## config.mk

```make
export PLATFORM = sky130hd
export DESIGN_NAME = rmw_file_unit
export DESIGN_NICKNAME = d
export VERILOG_FILES = /design/src/rtl/rmw_pkg.sv /design/src/rtl/rmw_byte_alu.sv /design/src/rtl/rmw_bit_unit.sv /design/src/rtl/rmw_seq.sv /design/src/rtl/rmw_file_unit.sv
export SDC_FILE = /design/constraint.sdc
export NUM_CORES = 1
export LEC_CHECK = 0
export BUFFER_PORTS_ARGS = -buffer_cell sky130_fd_sc_hd__buf_4
export CORE_MARGIN = 10
export CORE_UTILIZATION = 35
export CTS_CLUSTER_SIZE = 8
export DETAILED_ROUTE_END_ITERATION = 16
export GPL_TIMING_DRIVEN = 1
export PLACE_DENSITY_LB_ADDON = 0.15
export SKIP_LAST_GASP = 1
export SYNTH_ARGS = -nofsm -noshare
export SYNTH_HDL_FRONTEND = slang
export SYNTH_HIERARCHICAL = 1
export SYNTH_SLANG_ARGS = --single-unit
```

## constraint.sdc

```tcl
create_clock -name clk_i -period 6.8 [get_ports clk_i]
set_clock_uncertainty 0.1 [all_clocks]
set_input_delay 0.68 -clock clk_i [delete_from_list [all_inputs] [get_ports clk_i]]
set_output_delay 0.68 -clock clk_i [all_outputs]
set_load 0.05 [all_outputs]
```

## src/rtl/rmw_pkg.sv

```systemverilog
package rmw_pkg;
  localparam int OP_W = 4;

  localparam logic [OP_W-1:0] OP_MOV  = 4'h0;
  localparam logic [OP_W-1:0] OP_ADD  = 4'h1;
  localparam logic [OP_W-1:0] OP_AND  = 4'h2;
  localparam logic [OP_W-1:0] OP_OR   = 4'h3;
  localparam logic [OP_W-1:0] OP_XOR  = 4'h4;
  localparam logic [OP_W-1:0] OP_INC  = 4'h5;
  localparam logic [OP_W-1:0] OP_BSET = 4'h8;
  localparam logic [OP_W-1:0] OP_BCLR = 4'h9;
  localparam logic [OP_W-1:0] OP_BTGL = 4'hA;

  typedef enum logic [1:0] {ST_IDLE, ST_READ, ST_WB} seq_state_e;

  function automatic logic is_byte_op(logic [OP_W-1:0] op);
    return op <= OP_INC;
  endfunction

  function automatic logic is_bit_op(logic [OP_W-1:0] op);
    return (op == OP_BSET) || (op == OP_BCLR) || (op == OP_BTGL);
  endfunction
endpackage

```

## src/rtl/rmw_byte_alu.sv

```systemverilog
module rmw_byte_alu
  import rmw_pkg::*;
#(
  parameter int DATA_W = 8
) (
  input  logic [OP_W-1:0]   op_i,
  input  logic [DATA_W-1:0] w_i,
  input  logic [DATA_W-1:0] f_i,
  output logic [DATA_W-1:0] res_o
);
  always_comb begin
    unique case (op_i)
      OP_ADD:  res_o = w_i + f_i;
      OP_AND:  res_o = w_i & f_i;
      OP_OR:   res_o = w_i | f_i;
      OP_XOR:  res_o = w_i ^ f_i;
      OP_INC:  res_o = f_i + DATA_W'(1);
      default: res_o = f_i;
    endcase
  end
endmodule

```

## src/rtl/rmw_bit_unit.sv

```systemverilog
module rmw_bit_unit
  import rmw_pkg::*;
#(
  parameter int DATA_W = 8,
  parameter int BIT_W  = $clog2(DATA_W)
) (
  input  logic [OP_W-1:0]   op_i,
  input  logic [DATA_W-1:0] f_i,
  input  logic [BIT_W-1:0]  bit_i,
  output logic [DATA_W-1:0] res_o
);
  logic do_set, do_clr;
  assign do_set = (op_i == OP_BSET);
  assign do_clr = (op_i == OP_BCLR);

  for (genvar g = 0; g < DATA_W; g++) begin : g_bit
    logic sel;
    assign sel = (bit_i == BIT_W'(g));
    always_comb begin
      if (!sel)        res_o[g] = f_i[g];
      else if (do_set) res_o[g] = 1'b1;
      else if (do_clr) res_o[g] = 1'b0;
      else             res_o[g] = ~f_i[g];
    end
  end
endmodule

```

## src/rtl/rmw_seq.sv

```systemverilog
module rmw_seq
  import rmw_pkg::*;
#(
  parameter int ADDR_W = 8,
  parameter int BIT_W  = 3
) (
  input  logic              clk_i,
  input  logic              rst_ni,
  input  logic              op_valid_i,
  input  logic [OP_W-1:0]   op_i,
  input  logic [ADDR_W-1:0] addr_i,
  input  logic              dest_i,
  input  logic [BIT_W-1:0]  bit_i,
  output logic              ready_o,
  output logic              in_read_o,
  output logic              in_wb_o,
  output logic [OP_W-1:0]   op_o,
  output logic [ADDR_W-1:0] addr_o,
  output logic              dest_o,
  output logic [BIT_W-1:0]  bit_o
);
  seq_state_e state_q, state_d;
  logic accept;

  assign ready_o   = (state_q == ST_IDLE);
  assign accept    = ready_o && op_valid_i;
  assign in_read_o = (state_q == ST_READ);
  assign in_wb_o   = (state_q == ST_WB);

  always_comb begin
    state_d = state_q;
    unique case (state_q)
      ST_IDLE: if (accept) state_d = ST_READ;
      ST_READ: state_d = ST_WB;
      ST_WB:   state_d = ST_IDLE;
      default: state_d = ST_IDLE;
    endcase
  end

  always_ff @(posedge clk_i or negedge rst_ni) begin
    if (!rst_ni) state_q <= ST_IDLE;
    else         state_q <= state_d;
  end

  always_ff @(posedge clk_i or negedge rst_ni) begin
    if (!rst_ni) begin
      op_o   <= '0;
      addr_o <= '0;
      dest_o <= 1'b0;
      bit_o  <= '0;
    end else if (accept) begin
      op_o   <= op_i;
      addr_o <= addr_i;
      dest_o <= dest_i;
      bit_o  <= bit_i;
    end
  end
endmodule

```

## src/rtl/rmw_file_unit.sv

```systemverilog
module rmw_file_unit
  import rmw_pkg::*;
#(
  parameter int DATA_W = 8,
  parameter int ADDR_W = 8,
  parameter int BIT_W  = $clog2(DATA_W)
) (
  input  logic              clk_i,
  input  logic              rst_ni,
  input  logic              op_valid_i,
  input  logic [3:0]        op_i,
  input  logic [ADDR_W-1:0] addr_i,
  input  logic              dest_i,
  input  logic [BIT_W-1:0]  bit_i,
  output logic              ready_o,
  output logic              fr_rd_o,
  output logic              fr_wr_o,
  output logic [ADDR_W-1:0] fr_addr_o,
  output logic [DATA_W-1:0] fr_wdata_o,
  input  logic [DATA_W-1:0] fr_rdata_i,
  output logic [DATA_W-1:0] wreg_o,
  output logic              zero_o
);
  logic              in_read, in_wb;
  logic [OP_W-1:0]   op_q;
  logic              dest_q;
  logic [BIT_W-1:0]  bit_q;
  logic [DATA_W-1:0] opnd_q, wreg_q;
  logic [DATA_W-1:0] byte_res, bit_res, result;
  logic              zero_q, byte_op, bit_op;

  rmw_seq #(.ADDR_W(ADDR_W), .BIT_W(BIT_W)) u_seq (
    .clk_i      (clk_i),
    .rst_ni     (rst_ni),
    .op_valid_i (op_valid_i),
    .op_i       (op_i),
    .addr_i     (addr_i),
    .dest_i     (dest_i),
    .bit_i      (bit_i),
    .ready_o    (ready_o),
    .in_read_o  (in_read),
    .in_wb_o    (in_wb),
    .op_o       (op_q),
    .addr_o     (fr_addr_o),
    .dest_o     (dest_q),
    .bit_o      (bit_q)
  );

  rmw_byte_alu #(.DATA_W(DATA_W)) u_alu (
    .op_i  (op_q),
    .w_i   (wreg_q),
    .f_i   (opnd_q),
    .res_o (byte_res)
  );

  rmw_bit_unit #(.DATA_W(DATA_W), .BIT_W(BIT_W)) u_bit (
    .op_i  (op_q),
    .f_i   (opnd_q),
    .bit_i (bit_q),
    .res_o (bit_res)
  );

  assign byte_op    = is_byte_op(op_q);
  assign bit_op     = is_bit_op(op_q);
  assign result     = bit_op ? bit_res : byte_res;
  assign fr_rd_o    = in_read;
  assign fr_wr_o    = in_wb && (bit_op || (byte_op && dest_q));
  assign fr_wdata_o = result;
  assign wreg_o     = wreg_q;
  assign zero_o     = zero_q;

  // operand is sampled in the read cycle, even for write-only bit ops
  always_ff @(posedge clk_i or negedge rst_ni) begin
    if (!rst_ni)      opnd_q <= '0;
    else if (in_read) opnd_q <= fr_rdata_i;
  end

  always_ff @(posedge clk_i or negedge rst_ni) begin
    if (!rst_ni) begin
      wreg_q <= '0;
      zero_q <= 1'b0;
    end else if (in_wb && byte_op) begin
      zero_q <= (byte_res == '0);
      if (!dest_q) wreg_q <= byte_res;
    end
  end
endmodule

```

## Yosys cells after proc, flatten, opt, wreduce, memory -nomap -nowiden

Index checks and enable logic that the tools add are counted.

- Flip-flop bits (word level): 35
- Input bits: 27
- Output and inout bits: 28
- Logic and storage cells: 80

- Reduce and logical (&&, ||, !) cells: 11
- Bitwise operators: 12
- Order comparisons: 1
- Add/sub/neg operators: 2
- Equal/unequal tests: 18
- Multiplexer cells: 28

Operators by type and width:

| cell | number |
|---|---|
| $pmux W8 S5 | 1 |
| $mux W1 | 24 |
| $eq A3 B3 Y1 const B | 4 |
| $eq A4 B4 Y1 const B | 3 |
| $not A1 Y1 | 9 |
| $add A8 B1 Y8 const B | 1 |
| $add A8 B8 Y8 | 1 |
| $and A8 B8 Y8 | 1 |
| $eq A4 B2 Y1 const B | 2 |
| $eq A4 B3 Y1 const B | 2 |
| $logic_not A8 Y1 | 1 |
| $mux W8 | 1 |
| $or A8 B8 Y8 | 1 |
| $xor A8 B8 Y8 | 1 |
| $eq A3 B2 Y1 const B | 2 |
| $eq A4 B1 Y1 const B | 1 |
| $le A4 B3 Y1 const B | 1 |
| $logic_and A1 B1 Y1 | 4 |
| $pmux W2 S2 | 1 |
| $eq A3 B1 Y1 const B | 1 |
| $logic_not A3 Y1 | 1 |
| $logic_or A1 B1 Y1 | 3 |
| $eq A2 B1 Y1 const B | 1 |
| $eq A2 B2 Y1 const B | 1 |
| 4 further kinds | 4 |

## Depth between registers and ports, before layout

Gate-level depths: netlist (run 1).

- Depth after elaboration: 5
- Gate-level depth with buffers: 14
- Depth with buffers taken out: 12

## Hierarchy

The synthesis (run 1) kept the hierarchy.

By module, submodules not included:

| module | sequential area each (um2) | cells each | area each (um2) | times used |
|---|---|---|---|---|
| rmw_byte_alu | 0.0 | 140 | 982.2 | 1 |
| rmw_file_unit | 425.4 | 53 | 800.8 | 1 |
| rmw_seq | 450.4 | 40 | 726.9 | 1 |
| rmw_bit_unit | 0.0 | 33 | 229.0 | 1 |

## Worst setup path before layout (run 1)

Ideal clock, no wire load.

- Path type: flip-flop to output port
- From: register u_seq.op_o[0]
- To: output fr_wdata_o[4]
- Setup slack: 3208 ps
- Path buffers: 2
- Stages on the path, launching flop included: 13
- Data arrival time: 2812 ps
- Path through: dfrtp_1 > buf_2 > and4bb_1 > buf_4 > or2_1 > ha_1 > fa_1 > a21o_1 > a21oi_1 > xnor2_1 > a22oi_1 > o21ai_1 > mux2_2

RTL lines:

| element | line | text |
|---|---|---|
| start: declaration | rmw_seq.sv:17 | `output logic [OP_W-1:0] op_o,` |
| start signal: assignment | rmw_seq.sv:52 | `op_o <= op_i;` |
| $eq A4 B3 Y1 (tied with other cells) | rmw_byte_alu.sv:12 | `unique case (op_i)` |
| $pmux W8 S5 (*) | rmw_byte_alu.sv:12 |  |
| net byte_res[4] | rmw_file_unit.sv:29 | `logic [DATA_W-1:0] byte_res, bit_res, result;` |
| $mux W8 (*) | rmw_file_unit.sv:65 | `assign result = bit_op ? bit_res : byte_res;` |
| end: declaration | rmw_file_unit.sv:19 | `output logic [DATA_W-1:0] fr_wdata_o,` |

The timed path passes the listed nets; every way through them passes the cells marked *.

## Final worst setup path (run 1)

- From: register u_seq.op_o[1]
- To: output fr_wdata_o[4]

The elaborated chain is that of the path after synthesis.

==> results.json, run 1 <==
{
  "cts_tree": "yes",
  "drive_gt1_share_pct": 35.22,
  "power.total_w": 0.001618,
  "rsz0062_at_grt": "false",
  "worst_slew_pin_slew_ns": 1.031,
  "synth_compound_gate_area_share_pct": 16.63,
  "first_iter_violations": 90,
  "finalCritPeriodShare_pct": 64.33,
  "slew_headroom_pct": 31.17,
  "drcViolationCount": 0,
  "cts_made_buffers": 5,
  "max_cap_violations": 0,
  "place_congestion": 0.8609,
  "clkPwrFrac_pct": 9.6,
  "vdd_drop_max_uv": 242.5,
  "yosys.area_share.simple_pct": 14.12,
  "async_flop_share_pct": 100.0,
  "grt_pass1_vias": 2308,
  "grt.total_usage_pct": 12.53,
  "core-area_sq_um": 7687,
  "crit_required_ns": 6.02,
  "fin_setup_tns_ns": 0,
  "insertion_delay_ns": 0.29,
  "worstSetupStartpointType": "flip-flop",
  "seq_power_share_pct": 25.0,
  "die-area_sq_um": 11760,
  "syn-num-nets": 317,
  "dr.pass1.iters": 4,
  "muxShareOfSynthArea_pct": 19.23,
  "die_w_um": 108.5,
  "yosys_warnings": 6,
  "rows": 32,
  "syn_area_sq_um": 2739,
  "path_clk_slew_ns": 0.08,
  "power_density_nw_per_um2": 489.9,
  "combinationalPowerShare_pct": 65.4,
  "clock_path_buffers": 2,
  "grt_max_degree": 36,
  "fmax_mhz": 228.6,
  "initial_core_util_pct": 35.63,
  "viasPerCell": 5.348,
  "synth_seq_area_share_pct": 31.98,
  "status": "complete, no violations",
  "grt_pass1_wl_mm": 11.90,
  "pin_count": 55,
  "critPathArrivalTime_ns": 3.59,
  "chipHeight_um": 108.5,
  "cts_setup_buffers": 0,
  "layout-area-overhead-vs-synth_pct": 20.56,
  "ys_ff_latch": 35,
  "post_cts_resized": 0,
  "slew_viol_final": 0,
  "setup_viol": 0,
  "cts_sinks": 35,
  "synth-edff-count": 0,
  "finalCriticalPeriod_ns": 4.374,
  "hpwl_mm": 5.676,
  "path_class": "reg -> out",
  "avgRoutedWirePerCell_um": 17.51,
  "holdBufCountCts": 0,
  "swShare_pct": 51.69,
  "grt_remaining_overflow": 0,
  "finalHoldViolations": 0,
  "wl_mm": 7.353,
  "fill_cells": 782,
  "fin_nets": 369,
  "power.internal_w": 0.0007815,
  "syn-instance-count": 266,
  "synth-main-ff-cell": "dfrtp_1",
  "drtAntennaViolNets": 0,
  "diodes": 0,
  "vias": 2246,
  "syn_avg_cell_area_sq_um": 10.30,
  "leakage_nw": 1.511,
  "synthDistinctLibCells": 54,
  "htreeDepth": 2,
  "synth-xor-area-share_pct": 1.553,
  "synth_adder_area_share_pct": 11.24,
  "worstHoldPathType": "in -> async",
  "antenna_found_initial": 0,
  "power_switching_w": 0.0008361,
  "endpoint_kind": "primary output",
  "portBuffers": 54,
  "cts_root_buffer": "clkbuf_8",
  "synth_top_family_by_area": "multiplexers",
  "crit_fanout": 20
}
-- cells in the mapped netlist (all sizes together), types with 4 or more instances --
master | count | share of area, %
a21oi | 8 | 1.5
nor3 | 5 | 0.91
mux2 | 42 | 19
clkbuf | 4 | 0.55
a22oi | 6 | 1.6
ha | 23 | 11
buf | 5 | 1.6
nand2 | 9 | 1.2
o21ai | 14 | 2.6
nor2b | 6 | 1.4
inv | 23 | 3.2
nand2b | 7 | 1.9
xnor2 | 4 | 1.6
nor2 | 25 | 3.7
a211oi | 5 | 2.0
dfrtp | 35 | 32
-- cells by family after synthesis --
| kind of cell | count (synthesis) |
|---|---|
| AO/OA/AOI/OAI | 59 |
| XOR/XNOR | 4 |
| adder cells (fa/ha/maj) | 24 |
| buffers and inverters | 32 |
| flip-flops | 35 |
| multiplexers | 44 |
| AND/OR/NAND/NOR | 68 |
-- layer usage --
metal	track usage, %	part of all wire [%]	up-vias	wire length (um)
met5	0	0	-	0
met4	3.107	0.83	0	61
met3	3.272	5.7	6	416
met2	21.03	49	61	3630
met1	15.63	44	1102	3245
li1	-	-	1077	-
-- worst max-delay path: stages (launching register included) --
cell and delay (ns):
dfrtp_1 0.77, and4bb_1 0.37, or2_1 0.25, ha_1 0.23, fa_1 0.43, a21o_1 0.20, a21oi_1 0.16, xnor2_1 0.08
a22oi_1 0.15, o21ai_1 0.16, mux2_2 0.31, buf_4 0.19
-- metrics by stage --
step / area [sq um] / hold slack (ns) / setup WS [ns] / instances / util (%)
final: 3302 / 0.2374 / 2.426 / 420 / 42.95
after global routing: 3302 / 0.2773 / 2.182 / 420 / 42.95
after CTS: 3302 / 0.2588 / 2.422 / 420 / 42.95
after detailed placement: 3214 / 0.3925 / 2.749 / 413 / 41.81
after global placement: 3214 / 0.3931 / 2.796 / 413 / 41.81
after floorplan: 2739 / 0.2844 / 3.208 / 266 / -
-- power groups by stage --
| stage | registers [W] | logic [W] | clock network [W] |
|---|---|---|---|
| 6_report | 0.000405 | 0.00106 | 0.000155 |
| 5_1_grt | 0.000421 | 0.00114 | 0.000168 |
| 4_1_cts | 0.000405 | 0.00106 | 0.000160 |
| 3_5_place_dp | 0.000408 | 0.00106 | 0 |
| 3_3_place_gp | 0.000408 | 0.00106 | 0 |
| 2_1_floorplan | 0.000479 | 0.000689 | 0 |
-- state kept, by name (all words and copies together) (netlist names) --
signal         cells
opnd_q             8
u_seq/addr_o       8
wreg_o             8
u_seq/op_o         4
u_seq/bit_o        3
u_seq/state_q      2
u_seq/dest_o       1
zero_o             1
-- cell usage in the layout (no fill, tap or decap), types with 3 or more instances in the layout --
cell type and n:
nand3b_1 3, nor3_1 5, nand2b_1 6, a21oi_1 8, nor2b_1 6, xnor2_1 3, buf_4 54, a221o_1 3
inv_1 23, nor2_1 24, o21ai_0 5, nand2_1 9, mux2_4 9, clkbuf_8 6, a211oi_1 3, ha_1 23
or2_1 3, a22o_1 3, dfrtp_1 35, o21ai_1 9, a22oi_1 6, mux2_2 33
-- final cells by class --
type	count	area (sq um)	share of cell area [%]
tap	102	127.6	3.865
sequential	35	875.8	26.53
clock inverter	1	5.005	0.1516
multi-input combinational	199	1719	52.07
timing repair buffer	54	405.4	12.28
inverter	23	86.33	2.615
clock buffer	6	82.58	2.501
-- path summary, 6_finish.rpt --
check                                startpoint         endpoint  slack (ns)  cells after the start
worst max-delay path              u_seq/op_o[1]    fr_wdata_o[4]        2.43                     11
worst min-delay path                     rst_ni        opnd_q[4]        0.24                      1
worst max register to register    u_seq/op_o[1]           zero_o        3.13                     12
worst min register to register  u_seq/addr_o[2]  u_seq/addr_o[2]        0.42                      1
max in group asynchronous                rst_ni        opnd_q[6]        6.03                      1
min in group clk_i              u_seq/addr_o[2]  u_seq/addr_o[2]        0.42                      1
Note: power is estimated with default switching activity, not from simulation.
==> inputs of run 2 (changes only) <==
Settings changed: ABC_AREA from default to 1.
Clock period 6.8 ns to 4.4 ns, I/O delays scaled along.
==> results.json, run 2 <==
{
  "core-area_sq_um": 7807,
  "dr.pass1.iters": 5,
  "slew_headroom_pct": 40.57,
  "finalCriticalPeriod_ns": 3.461,
  "synthTopCellsByCount": "nand2_1, inv_1, nand3_1, dfrtp_1, nor2_1",
  "status": "finished, violations left",
  "syn_area_sq_um": 2839,
  "holdBufCountCts": 0,
  "die-area_sq_um": 12110,
  "die_w_um": 110.1,
  "yosysTopAreaCell": "dfrtp_1",
  "swShare_pct": 54.74,
  "rows": 32,
  "yosysTopAreaCellShare_pct": 30.85,
  "endpoint_kind": "primary output",
  "dpl_worst_slack_ns": 1.281,
  "finalHoldViolations": 5,
  "syn-instance-count": 417,
  "power_density_nw_per_um2": 696.6,
  "place_congestion": 0.8432,
  "cts_tree": "yes",
  "final_common_cell": "nand2_1",
  "syn_avg_cell_area_sq_um": 6.808,
  "initial_core_util_pct": 36.36,
  "cts_sinks": 35,
  "drtAntennaViolNets": 0,
  "synth-edff-count": 0,
  "leakage_nw": 1.983,
  "vdd_drop_max_uv": 414.4,
  "clkPwrFrac_pct": 12.4,
  "clock_path_buffers": 2,
  "setup_viol": 0,
  "wl_mm": 7.795,
  "fin_setup_tns_ns": 0,
  "htreeDepth": 2,
  "cts_root_buffer": "clkbuf_8",
  "holdWs_ns": -0.007505,
  "cts_made_buffers": 5,
  "grt_pass1_wl_mm": 12.98,
  "grt_pass1_vias": 2673,
  "synth_area_leaders": "dfrtp_1, nand2_1, ha_1",
  "crit_fanout": 6,
  "max_cap_violations": 0,
  "combinationalPowerShare_pct": 64.2,
  "fin_ws_ns": 0.9387,
  "cts_setup_buffers": 0,
  "ys_ff_latch": 35,
  "path_class": "reg -> out",
  "insertion_delay_ns": 0.29,
  "violations": "hold timing",
  "final_cell_mix": "nand2_1, buf_4, inv_1",
  "worst_slew_pin_slew_ns": 0.8882,
  "worstHoldPathType": "in -> async",
  "chipHeight_um": 110.1,
  "worstSetupStartpointType": "flip-flop",
  "post_cts_resized": 0,
  "syn-num-nets": 468,
  "crit_required_ns": 3.86,
  "fin_nets": 524,
  "synthDistinctLibCells": 31,
  "viasPerCell": 4.681,
  "seq_power_share_pct": 23.4,
  "synth_seq_area_share_pct": 30.85,
  "vias": 2696,
  "hpwl_mm": 6.074,
  "synth-main-ff-cell": "dfrtp_1",
  "slew_viol_final": 0,
  "path_clk_slew_ns": 0.08,
  "avgRoutedWirePerCell_um": 13.53,
  "first_iter_violations": 174,
  "grt_max_degree": 36,
  "fmax_mhz": 288.9,
  "diodes": 0,
  "drcViolationCount": 0,
  "power.internal_w": 0.001088,
  "grt.total_usage_pct": 13.38,
  "yosys_warnings": 6,
  "finalCritPeriodShare_pct": 78.67,
  "drive_gt1_share_pct": 22.78,
  "rsz0062_at_grt": "false",
  "layout-area-overhead-vs-synth_pct": 21.55,
  "portBuffers": 54,
  "grt_remaining_overflow": 0,
  "rr_worst_depth": 18,
  "critPathArrivalTime_ns": 2.92,
  "power_switching_w": 0.001316,
  "async_flop_share_pct": 100.0,
  "yosysMostFrequentCell": "nand2_1",
  "antenna_found_initial": 0,
  "reg2reg_slack_ns": 1.46,
  "pin_count": 55
}
-- run 2: cell types whose count changed after synthesis, sizes merged, moves of 4 or more --
cell / previous run / this run
nand3: 1 / 46
a211oi: 5 / 1
a22oi: 6 / 0
xnor2: 4 / 0
nand2: 9 / 160
nor2b: 6 / 0
nor2: 25 / 38
clkbuf: 4 / 0
inv: 23 / 67
o21ai: 14 / 8
nand4: 0 / 7
mux2: 42 / 8
nand2b: 7 / 0
nor3: 5 / 1
-- run 2: path summary, 6_finish.rpt --
kind                                 start              end
setup / recovery             u_seq/op_o[2]    fr_wdata_o[4]
hold / removal                      rst_ni        wreg_o[5]
setup reg to reg             u_seq/op_o[2]           zero_o
hold reg to reg            u_seq/addr_o[3]  u_seq/addr_o[3]
max in group asynchronous           rst_ni        wreg_o[1]
min in group clk_i           fr_rdata_i[7]        opnd_q[7]
-- run 2: kinds of logic (layout without fill, tap and decap cells) --
family	Yosys count	in the layout	synth area share (%)
buffers and inverters	72	129	10.05
DFF	35	35	30.85
adders and majority gates	24	24	10.84
muxes	8	8	3.173
AOI/OAI and AO/OA	22	22	4.980
and+or+nand+nor	256	256	40.11
-- run 2: metal layers --
metal  wire length [um]  global-route usage [%]  part of all wire [%]  vias up
li1                   -                       -                     -     1411
met1               3614                   17.70                    46     1215
met2               3680                   21.34                    47       68
met3                458                   3.424                   5.9        2
met4                 41                   3.067                  0.53        0
met5                  0                       0                     0        -
-- run 2: worst max-delay path: stages (launching register included) --
cell	delay (ns)
dfrtp_1	0.45
inv_1	0.09
nor2_1	0.13
nand2_1	0.15
inv_1	0.19
nor2_1	0.10
fa_1	0.42
nand2_1	0.10
nand3_1	0.09
nand2_1	0.07
inv_1	0.04
or2_2	0.26
nand3_1	0.07
nand3_1	0.12
nand2_1	0.10
nand2_1	0.06
buf_4	0.18
-- run 2: per-stage QoR --
stage / total power, W / cell area (sq um) / utilization, % / hold WS [ns] / std cells
finish: 0.002404 / 3451 / 44.20 / -0.007505 / 576
global route: 0.002646 / 3451 / 44.20 / 0.02630 / 576
CTS: 0.002433 / 3451 / 44.20 / 0.01159 / 576
detailed placement: 0.002123 / 3338 / 42.76 / 0.3364 / 568
global placement: 0.002106 / 3338 / 42.76 / 0.3353 / 568
floorplan: 0.001689 / 2839 / - / 0.04441 / 417
-- run 2: layout make-up --
type                            count  area (sq um)
Multi-Input combinational cell    310          1678
Fill cell                         830          4357
Tap cell                          102         127.6
Sequential cell                    35         875.8
Timing Repair Buffer               54         405.4
Inverter                           67         251.5
Clock inverter                      3         43.79
Clock buffer                        5         68.82
-- run 2: power groups by stage --
stage	Clock (W)	Combinational, W	Sequential (W)
2_1_floorplan	0	0.000979	0.000710
3_3_place_gp	0	0.00154	0.000569
3_5_place_dp	0	0.00155	0.000573
4_1_cts	0.000308	0.00156	0.000567
5_1_grt	0.000323	0.00174	0.000585
6_report	0.000297	0.00154	0.000562
==> inputs of run 3 (changes only) <==
Clock period 4.4 ns to 2.81 ns, I/O delays scaled along.
==> results.json, run 3 (same netlist as run 2, synthesis figures left out) <==
{
  "core-area_sq_um": 7807,
  "portBuffers": 54,
  "crit_required_ns": 2.43,
  "design_area_sq_um": 3884,
  "fmax_mhz": 350.8,
  "leakage_nw": 2.144,
  "cts_root_buffer": "clkbuf_8",
  "use_met1_pct": 18.40,
  "grt_pass1_vias": 2812,
  "first_iter_violations": 197,
  "crit_fanout": 5,
  "fin_ws_ns": -0.04103,
  "worstSetupStartpointType": "flip-flop",
  "viasPerCell": 4.699,
  "rsz0062_at_grt": "true",
  "dp_cells": 581,
  "wl_mm": 8.791,
  "slowest_stage": "dfrtp_1",
  "fill_cells": 790,
  "drtAntennaViolNets": 0,
  "grt_remaining_overflow": 0,
  "chipHeight_um": 110.1,
  "power.total_w": 0.004375,
  "regArea_sq_um": 875.8,
  "path_clk_slew_ns": 0.08,
  "fin_nets": 551,
  "final_cell_mix": "nand2_1, buf_4, inv_1",
  "avgRoutedWirePerCell_um": 14.60,
  "die-area_sq_um": 12110,
  "finalHoldViolations": 0,
  "endpoint_kind": "primary output",
  "layout-area-overhead-vs-synth_pct": 36.80,
  "dpl_cell_area_sq_um": 3436,
  "critPathArrivalTime_ns": 2.47,
  "die_w_um": 110.1,
  "fin_setup_tns_ns": -0.04103,
  "cts_sinks": 35,
  "power_density_nw_per_um2": 1126,
  "vias": 2829,
  "vdd_drop_max_uv": 544.5,
  "drive_gt1_share_pct": 34.40,
  "hpwl_mm": 6.395,
  "grt_max_degree": 36,
  "worstHoldPathType": "in -> reg",
  "drcViolationCount": 0,
  "finalCriticalPeriod_ns": 2.851,
  "grtUsageMet2_pct": 21.42,
  "layoutNonFillerInstCount": 602,
  "dr.pass1.iters": 4,
  "pin_count": 55,
  "slew_headroom_pct": 66.78,
  "path_class": "reg -> out",
  "worst_slew_pin_slew_ns": 0.4965,
  "worst_path_largest_cell_delay_ns": 0.36,
  "rr_worst_depth": 20,
  "antenna_found_initial": 0,
  "diodes": 0,
  "grtUsageMet3_pct": 3.250,
  "place_congestion": 0.8428,
  "setup_viol": 1,
  "htreeDepth": 2,
  "critPathMostFrequentCell": "nand2_1",
  "status": "finished, violations left",
  "slew_viol_final": 0,
  "multi_input_area_sq_um": 1904,
  "grt.total_usage_pct": 13.76,
  "violations": "setup timing",
  "critPathLaunch": "u_seq/op_o[2]",
  "initial_core_util_pct": 36.36,
  "insertion_delay_ns": 0.28,
  "post-route-util_pct": 49.74,
  "final_common_cell": "nand2_1",
  "cts_tree": "yes",
  "max_cap_violations": 0,
  "cts_made_buffers": 5,
  "reg2reg_slack_ns": 0.18,
  "finalCritPeriodShare_pct": 101.5,
  "gr-max-usage-layer": "met2",
  "grt_pass1_wl_mm": 13.42,
  "cp-endpoint": "fr_wdata_o[7]",
  "r2r_end": "zero_o",
  "rows": 32,
  "clock_path_buffers": 2,
  "crit_chain": "inv_2 > nor2_4 > nand2_2 > inv_2 > buf_8 > nor2_1 > ha_2 > nand2_1 > nor2_2 > a21oi_1 > nand2_1 > nand3_1 > a21oi_2 > nand2_1 > nand2_1 > buf_6",
  "timing.rr.start": "u_seq/op_o[2]"
}
-- run 3: timing repair --
| item | in CTS | in global routing |
|---|---|---|
| setup buffers | 7 | 6 |
| pin swaps | 21 | 27 |
| resized for setup | 22 | 39 |
| setup endpoints to repair | 6 | 9 |
| hold buffers | 1 | 0 |
| endpoints found under the hold margin | 35 | 0 |
-- run 3: metal layers --
| layer | vias to the layer above | part of all wire, % |
|---|---|---|
| met5 | - | 0 |
| met4 | 0 | 0.72 |
| met3 | 4 | 7.1 |
| met2 | 81 | 48 |
| met1 | 1280 | 44 |
| li1 | 1464 | - |
-- run 3: worst max-delay path, delay by kind of cell, from the launching register on --
family / cells / cell delay [ns]
buffers and inverters: 4 / 0.46
and+or+nand+nor: 9 / 0.79
DFF: 1 / 0.36
AOI/OAI and AO/OA: 2 / 0.26
adders and majority gates: 1 / 0.33
-- run 3: final cells by class --
cell class,count,share of cell area [%]
Tap cell,102,3.286
Sequential cell,35,22.55
Clock buffer,6,2.126
Inverter,67,6.476
Clock inverter,1,0.1289
Multi-Input combinational cell,310,49.03
Timing Repair Buffer,81,16.40
-- run 3: worst min-delay path by stage --
stage                       start        end  slack (ns)  cells past startpoint
floorplan                  rst_ni  opnd_q[0]       -0.11                      0
global route        fr_rdata_i[0]  opnd_q[0]        0.12                      2
detailed placement         rst_ni  wreg_o[6]        0.18                      1
finish              fr_rdata_i[5]  opnd_q[5]        0.13                      2
CTS                 fr_rdata_i[7]  opnd_q[7]        0.12                      2
global placement           rst_ni  wreg_o[5]        0.18                      1
-- run 3: power breakdown --
part	switching, W	internal [W]	total, W	leakage, nW
clock network	0.000185	0.000193	0.000378	0.0470
registers	0.000209	0.000654	0.000863	0.431
logic	0.00194	0.00120	0.00313	1.67
-- run 3: stage by stage --
| step | worst slack (ns) | hold WS [ns] |
|---|---|---|
| after global placement | 0.07322 | 0.1774 |
| after detailed placement | 0.03574 | 0.1769 |
| after floorplan | 0.05234 | -0.1146 |
| final | -0.04103 | 0.1255 |
| after global routing | -0.1178 | 0.1184 |
| after CTS | -0.01190 | 0.1175 |
